--- src/rtl/csr_chain_pkg.sv ---
package csr_chain_pkg;
    localparam int REG_W_DEF  = 64;
    localparam int DATA_W_DEF = 6;

    typedef enum logic {
        XFER_PUSH = 1'b0,
        XFER_PULL = 1'b1
    } xfer_dir_e;
endpackage

--- src/rtl/csr_chain_decode.sv ---
module csr_chain_decode #(
    parameter int REG_W  = csr_chain_pkg::REG_W_DEF,
    parameter int DATA_W = csr_chain_pkg::DATA_W_DEF
) (
    input  logic              wr_en,
    input  logic              wr_sel,
    input  logic [REG_W-1:0]  wr_data,
    input  logic              rd_sel,
    input  logic [DATA_W-1:0] window,
    output logic              stage_wr,
    output logic [DATA_W-1:0] stage_val,
    output logic              trig,
    output logic [REG_W-1:0]  rd_data
);
    localparam int PAD_W = REG_W - DATA_W;

    logic unused_rsvd;

    always_comb begin
        stage_wr  = wr_en && !wr_sel;
        stage_val = wr_data[DATA_W-1:0];
        trig      = wr_en && wr_sel && wr_data[0];
        if (rd_sel) begin
            rd_data = '0;
        end else begin
            rd_data = {{PAD_W{1'b0}}, window};
        end
    end

    assign unused_rsvd = ^wr_data[REG_W-1:DATA_W];
endmodule

--- src/rtl/csr_chain_ctrl.sv ---
module csr_chain_ctrl #(
    parameter int DATA_W = csr_chain_pkg::DATA_W_DEF
) (
    input  logic clk,
    input  logic rst_n,
    input  logic stage_wr,
    input  logic trig,
    input  logic commit,
    input  logic flush,
    output logic busy,
    output logic pull,
    output logic pending,
    output logic load,
    output logic clear
);
    import csr_chain_pkg::*;

    localparam int CNT_W = (DATA_W > 1) ? $clog2(DATA_W) : 1;
    localparam logic [CNT_W-1:0] LAST = CNT_W'(DATA_W - 1);

    typedef struct packed {
        logic             busy;
        xfer_dir_e        dir;
        logic             pending;
        logic [CNT_W-1:0] cnt;
    } ctrl_st_t;

    ctrl_st_t st_d, st_q;
    logic start_push_d, start_pull_d, do_flush_d, do_stage_d;

    always_comb begin
        st_d         = st_q;
        start_push_d = commit && st_q.pending && !st_q.busy;
        start_pull_d = trig && !st_q.pending && !st_q.busy;
        do_flush_d   = flush && st_q.pending && !st_q.busy && !start_push_d;
        do_stage_d   = stage_wr && !st_q.busy && !start_push_d && !do_flush_d;

        if (st_q.busy) begin
            if (st_q.cnt == LAST) begin
                st_d.busy = 1'b0;
                st_d.cnt  = '0;
            end else begin
                st_d.cnt = st_q.cnt + 1'b1;
            end
        end else if (start_push_d) begin
            st_d.busy    = 1'b1;
            st_d.dir     = XFER_PUSH;
            st_d.pending = 1'b0;
            st_d.cnt     = '0;
        end else if (start_pull_d) begin
            st_d.busy = 1'b1;
            st_d.dir  = XFER_PULL;
            st_d.cnt  = '0;
        end else if (do_flush_d) begin
            st_d.pending = 1'b0;
        end else if (do_stage_d) begin
            st_d.pending = 1'b1;
        end
    end

    always_ff @(posedge clk) begin
        if (!rst_n) begin
            st_q <= '{busy: 1'b0, dir: XFER_PUSH, pending: 1'b0, cnt: '0};
        end else begin
            st_q <= st_d;
        end
    end

    assign busy    = st_q.busy;
    assign pull    = (st_q.dir == XFER_PULL);
    assign pending = st_q.pending;
    assign load    = do_stage_d;
    assign clear   = do_flush_d;
endmodule

--- src/rtl/csr_chain_shreg.sv ---
module csr_chain_shreg #(
    parameter int DATA_W = csr_chain_pkg::DATA_W_DEF
) (
    input  logic              clk,
    input  logic              rst_n,
    input  logic              load,
    input  logic [DATA_W-1:0] load_val,
    input  logic              clear,
    input  logic              shift,
    input  logic              pull,
    input  logic              sin,
    output logic              sout,
    output logic [DATA_W-1:0] value
);
    logic [DATA_W-1:0] val_d, val_q;

    always_comb begin
        val_d = val_q;
        if (shift) begin
            if (pull) begin
                val_d = {sin, val_q[DATA_W-1:1]};
            end else begin
                val_d = {1'b0, val_q[DATA_W-1:1]};
            end
        end else if (clear) begin
            val_d = '0;
        end else if (load) begin
            val_d = load_val;
        end
    end

    always_ff @(posedge clk) begin
        if (!rst_n) begin
            val_q <= '0;
        end else begin
            val_q <= val_d;
        end
    end

    assign sout  = shift ? (pull ? sin : val_q[0]) : 1'b0;
    assign value = val_q;
endmodule

--- src/rtl/csr_chain_port.sv ---
module csr_chain_port #(
    parameter int REG_W  = csr_chain_pkg::REG_W_DEF,
    parameter int DATA_W = csr_chain_pkg::DATA_W_DEF
) (
    input  logic             clk,
    input  logic             rst_n,
    input  logic             reg_wr_en,
    input  logic             reg_wr_sel,
    input  logic [REG_W-1:0] reg_wr_data,
    input  logic             reg_rd_sel,
    output logic [REG_W-1:0] reg_rd_data,
    input  logic             commit,
    input  logic             flush,
    output logic             busy,
    output logic             chain_shift_en,
    output logic             chain_sout,
    input  logic             chain_sin
);
    logic              stage_wr_w, trig_w, pull_w, pending_w, load_w, clear_w, busy_w;
    logic [DATA_W-1:0] stage_val_w, window_w;

    csr_chain_decode #(.REG_W(REG_W), .DATA_W(DATA_W)) dec_i (
        .wr_en     (reg_wr_en),
        .wr_sel    (reg_wr_sel),
        .wr_data   (reg_wr_data),
        .rd_sel    (reg_rd_sel),
        .window    (window_w),
        .stage_wr  (stage_wr_w),
        .stage_val (stage_val_w),
        .trig      (trig_w),
        .rd_data   (reg_rd_data)
    );

    csr_chain_ctrl #(.DATA_W(DATA_W)) ctrl_i (
        .clk      (clk),
        .rst_n    (rst_n),
        .stage_wr (stage_wr_w),
        .trig     (trig_w),
        .commit   (commit),
        .flush    (flush),
        .busy     (busy_w),
        .pull     (pull_w),
        .pending  (pending_w),
        .load     (load_w),
        .clear    (clear_w)
    );

    csr_chain_shreg #(.DATA_W(DATA_W)) sh_i (
        .clk      (clk),
        .rst_n    (rst_n),
        .load     (load_w),
        .load_val (stage_val_w),
        .clear    (clear_w),
        .shift    (busy_w),
        .pull     (pull_w),
        .sin      (chain_sin),
        .sout     (chain_sout),
        .value    (window_w)
    );

    assign busy           = busy_w;
    assign chain_shift_en = busy_w;
endmodule

--- config.mk ---
export PLATFORM = sky130hd
export DESIGN_NAME = csr_chain_port
export DESIGN_NICKNAME = d
export VERILOG_FILES = /design/src/rtl/csr_chain_pkg.sv /design/src/rtl/csr_chain_decode.sv /design/src/rtl/csr_chain_ctrl.sv /design/src/rtl/csr_chain_shreg.sv /design/src/rtl/csr_chain_port.sv
export SDC_FILE = /design/constraint.sdc
export NUM_CORES = 1
export LEC_CHECK = 0
export CORE_ASPECT_RATIO = 0.6
export CORE_MARGIN = 2
export CORE_UTILIZATION = 28
export CTS_BUF_LIST = sky130_fd_sc_hd__clkbuf_8 sky130_fd_sc_hd__clkbuf_16
export CTS_CLUSTER_SIZE = 16
export DETAILED_ROUTE_END_ITERATION = 12
export GPL_ROUTABILITY_DRIVEN = 1
export PLACE_DENSITY = 0.84
export SETUP_SLACK_MARGIN = 0.15
export SYNTH_ARGS = -nofsm -noshare
export SYNTH_HDL_FRONTEND = slang
export SYNTH_SLANG_ARGS = --single-unit
--- constraint.sdc ---
create_clock -name clk -period 1.9 [get_ports clk]
set_input_delay 0.475 -clock clk [delete_from_list [all_inputs] [get_ports clk]]
set_output_delay 0.475 -clock clk [all_outputs]
set_load 0.01 [all_outputs]
==> flow_summary.json <==
{
  "root_buffer": "clkbuf_8",
  "layout_commonest_cell": "conb_1",
  "seq_power_share_pct": 37.5,
  "synth_cell_types": 29,
  "first_iter_violations": 46,
  "critPathLaunchType": "primary input",
  "nets": 232,
  "synthCells": 136,
  "drc": 0,
  "clkLatencyLatePin_ns": 0.24,
  "hp-class": "reg2reg",
  "ys_seq_area_share_pct": 21.7,
  "routed_via_density": 3.73,
  "fin_crit_sh_pct": 88.6,
  "vias": 769,
  "finalHoldViolations": 0,
  "cp-end-kind": "output pin",
  "holdWs_ns": 0.464,
  "dr.pass1.iters": 4,
  "power.density_mw_per_mm2": 630,
  "antenna_found_initial": 0,
  "rsz0062_at_grt": "no",
  "required_ns": 1.42,
  "syn_area_per_cell_um2": 8.14,
  "ys_seq_elements": 12,
  "power_frac_comb_pct": 25.8,
  "htreeDepth": 1,
  "slowest_delay_ns": 0.31,
  "cp_max_fo": 6,
  "cts_hold_buf": 0,
  "wl_per_cell_um": 9.73,
  "p_leak_uw": 0.000575,
  "syn-cell-area_mm2": 0.00111,
  "pin_count": 139,
  "ff_latch_area_um2": 240,
  "status": "complete, no violations",
  "sw_frac_of_total_pct": 29.9,
  "setup_viol": 0,
  "diodes": 0,
  "slew_viol_final": 0,
  "crit_type": "in2out",
  "core_region_area_mm2": 0.00372,
  "drive_gt1_share_pct": 9.43,
  "rrSetupSlack_ns": 0.67,
  "hpwl_um": 1610,
  "area_delta_synth_final_pct": 8.70,
  "routed_wirelength_um": 2000,
  "grt_max_degree": 25,
  "cts_made_buffers": 3,
  "start_util_pct": 29.7,
  "clk_path_buf_depth": 2,
  "crit_top_cell": "dlygate4sd2_1",
  "final_antenna_net_count": 0,
  "multi_input_area_um2": 616,
  "die_w_um": 85.2,
  "clkSlewWorstSetupHoldPaths_ns": 0.05,
  "p_switching_uw": 227,
  "grt_pass1_vias": 659,
  "fin_crit_ns": 1.68,
  "num-fill-cells": 408,
  "track_usage_pct": 9.07,
  "io_buffers": 22,
  "min_path_cells": 2,
  "p_clk_share_pct": 36.8,
  "cp_cell_sequence": "dlygate4sd2_1 > nor2b_1 > dlygate4sd2_1",
  "gr-total-overflow": 0,
  "fin_cells": 206,
  "power.internal_uw": 532,
  "cts_tree": "done",
  "rows": 17,
  "routabilityCongestion": 0.728,
  "cp.arrival_ns": 1.21,
  "yosys_warnings": 0,
  "fin_skew_ns": 0.00303,
  "grt_first_pass_wirelength_um": 3040,
  "final_cell_mix": "conb_1 (58), dfxtp_1 (12), clkdlybuf4s50_1 (11)",
  "worstRegToRegCells": 4,
  "slowest_stage": "dlygate4sd2_1",
  "ir_drop_v": 0.000221,
  "dieArea_mm2": 0.00449,
  "drv_cap": 0,
  "clock_sinks": 12,
  "die_h_um": 52.7,
  "max_freq_mhz": 594,
  "dp_cells": 202
}
==> sequential cells by signal, summed over array words and instances, names as in the netlist <==
name / count
ctrl_i.busy: 1
ctrl_i.st_q: 3
ctrl_i.pending: 1
sh_i.value: 6
ctrl_i.pull: 1
==> power by group through the flow <==
stage          sequential [µW]  clock [µW]  combinational, µW
4_1_cts                    284         290                193
3_3_place_gp               287           0                195
3_5_place_dp               288           0                198
2_1_floorplan              287           0                221
6_report                   284         279                195
5_1_grt                    286         304                216
==> per-stage QoR <==
stage	cell area (µm²)	power, µW	util, %	setup TNS (ns)	setup WS (ns)
finish	1200	759	32.3	0	0.217
CTS	1200	767	32.3	0	0.223
floorplan	1320	508	-	0	0.416
detailed placement	1150	485	31.0	-2.06	-0.343
global route	1200	807	32.3	0	0.174
global placement	1150	482	31.0	-2.05	-0.375
==> layout make-up <==
cell class	count	share of cell area, %
timing repair buffer	24	19.1
multi-input combinational	118	51.1
clock buffer	4	4.57
inverter	1	0.312
sequential	12	20.0
tap	47	4.89
==> critical path: cells and delay by family <==
| kind | cells | cell delay, ns |
|---|---|---|
| buffers and inverters | 2 | 0.59 |
| AND/OR/NAND/NOR | 1 | 0.14 |
==> cells by family (layout without fill, tap and decap cells) <==
group,count (synthesis),after routing,synth area share [%]
other,1,58,0.339
AO/OA/AOI/OAI,26,26,16.4
AND/OR/NAND/NOR,28,28,13.6
multiplexers,6,6,5.99
flip-flops,12,12,21.7
buffers and inverters,63,29,42.0
==> final timing paths <==
check,start,to
setup / recovery,reg_rd_sel,reg_rd_data[2]
hold / removal,sh_i.value[3]$_SDFFE_PN0P_,sh_i.value[3]$_SDFFE_PN0P_
setup reg to reg,ctrl_i.pending$_SDFFE_PN0P_,sh_i.value[0]$_SDFFE_PN0P_
hold reg to reg,sh_i.value[3]$_SDFFE_PN0P_,sh_i.value[3]$_SDFFE_PN0P_
==> layer usage <==
layer | GRT usage (%) | wire (µm)
met4 | 3.97 | 0
met2 | 14.5 | 1010
met1 | 11.3 | 887
met5 | 0 | 0
met3 | 2.83 | 107
==> timing repair <==
action / CTS / global route
resized for setup: 17 / 0
endpoints found under the setup margin: 9 / 0
setup buffers: 0 / 0
==> cell usage after synthesis <==
| master | count | share of area, % |
|---|---|---|
| conb_1 | 1 | 0.34 |
| o311a_1 | 1 | 0.90 |
| a21boi_0 | 1 | 0.68 |
| a31oi_1 | 2 | 1.1 |
| or3_1 | 1 | 0.57 |
| o21ai_1 | 4 | 1.8 |
| nand2_1 | 9 | 3.1 |
| and2_1 | 2 | 1.1 |
| o21a_1 | 1 | 0.68 |
| nor2b_1 | 8 | 4.5 |
| mux2_2 | 5 | 5.1 |
| buf_4 | 61 | 41 |
| dfxtp_1 | 12 | 22 |
| o31a_1 | 1 | 0.79 |
| a21boi_4 | 1 | 1.7 |
| clkbuf_1 | 1 | 0.34 |
| nand4b_1 | 1 | 0.79 |
| a21oi_1 | 2 | 0.90 |
| o21ai_2 | 1 | 0.79 |
| inv_1 | 1 | 0.34 |
| nand3_1 | 2 | 0.90 |
| o31ai_1 | 1 | 0.68 |
| a21boi_1 | 1 | 0.68 |
| mux2i_1 | 1 | 0.90 |
| o211ai_1 | 5 | 3.4 |
| nand2b_1 | 2 | 1.1 |
| nor2_1 | 2 | 0.68 |
| o21ai_0 | 5 | 2.3 |
| or2_4 | 1 | 0.79 |
(Power assumes the default switching activity.)
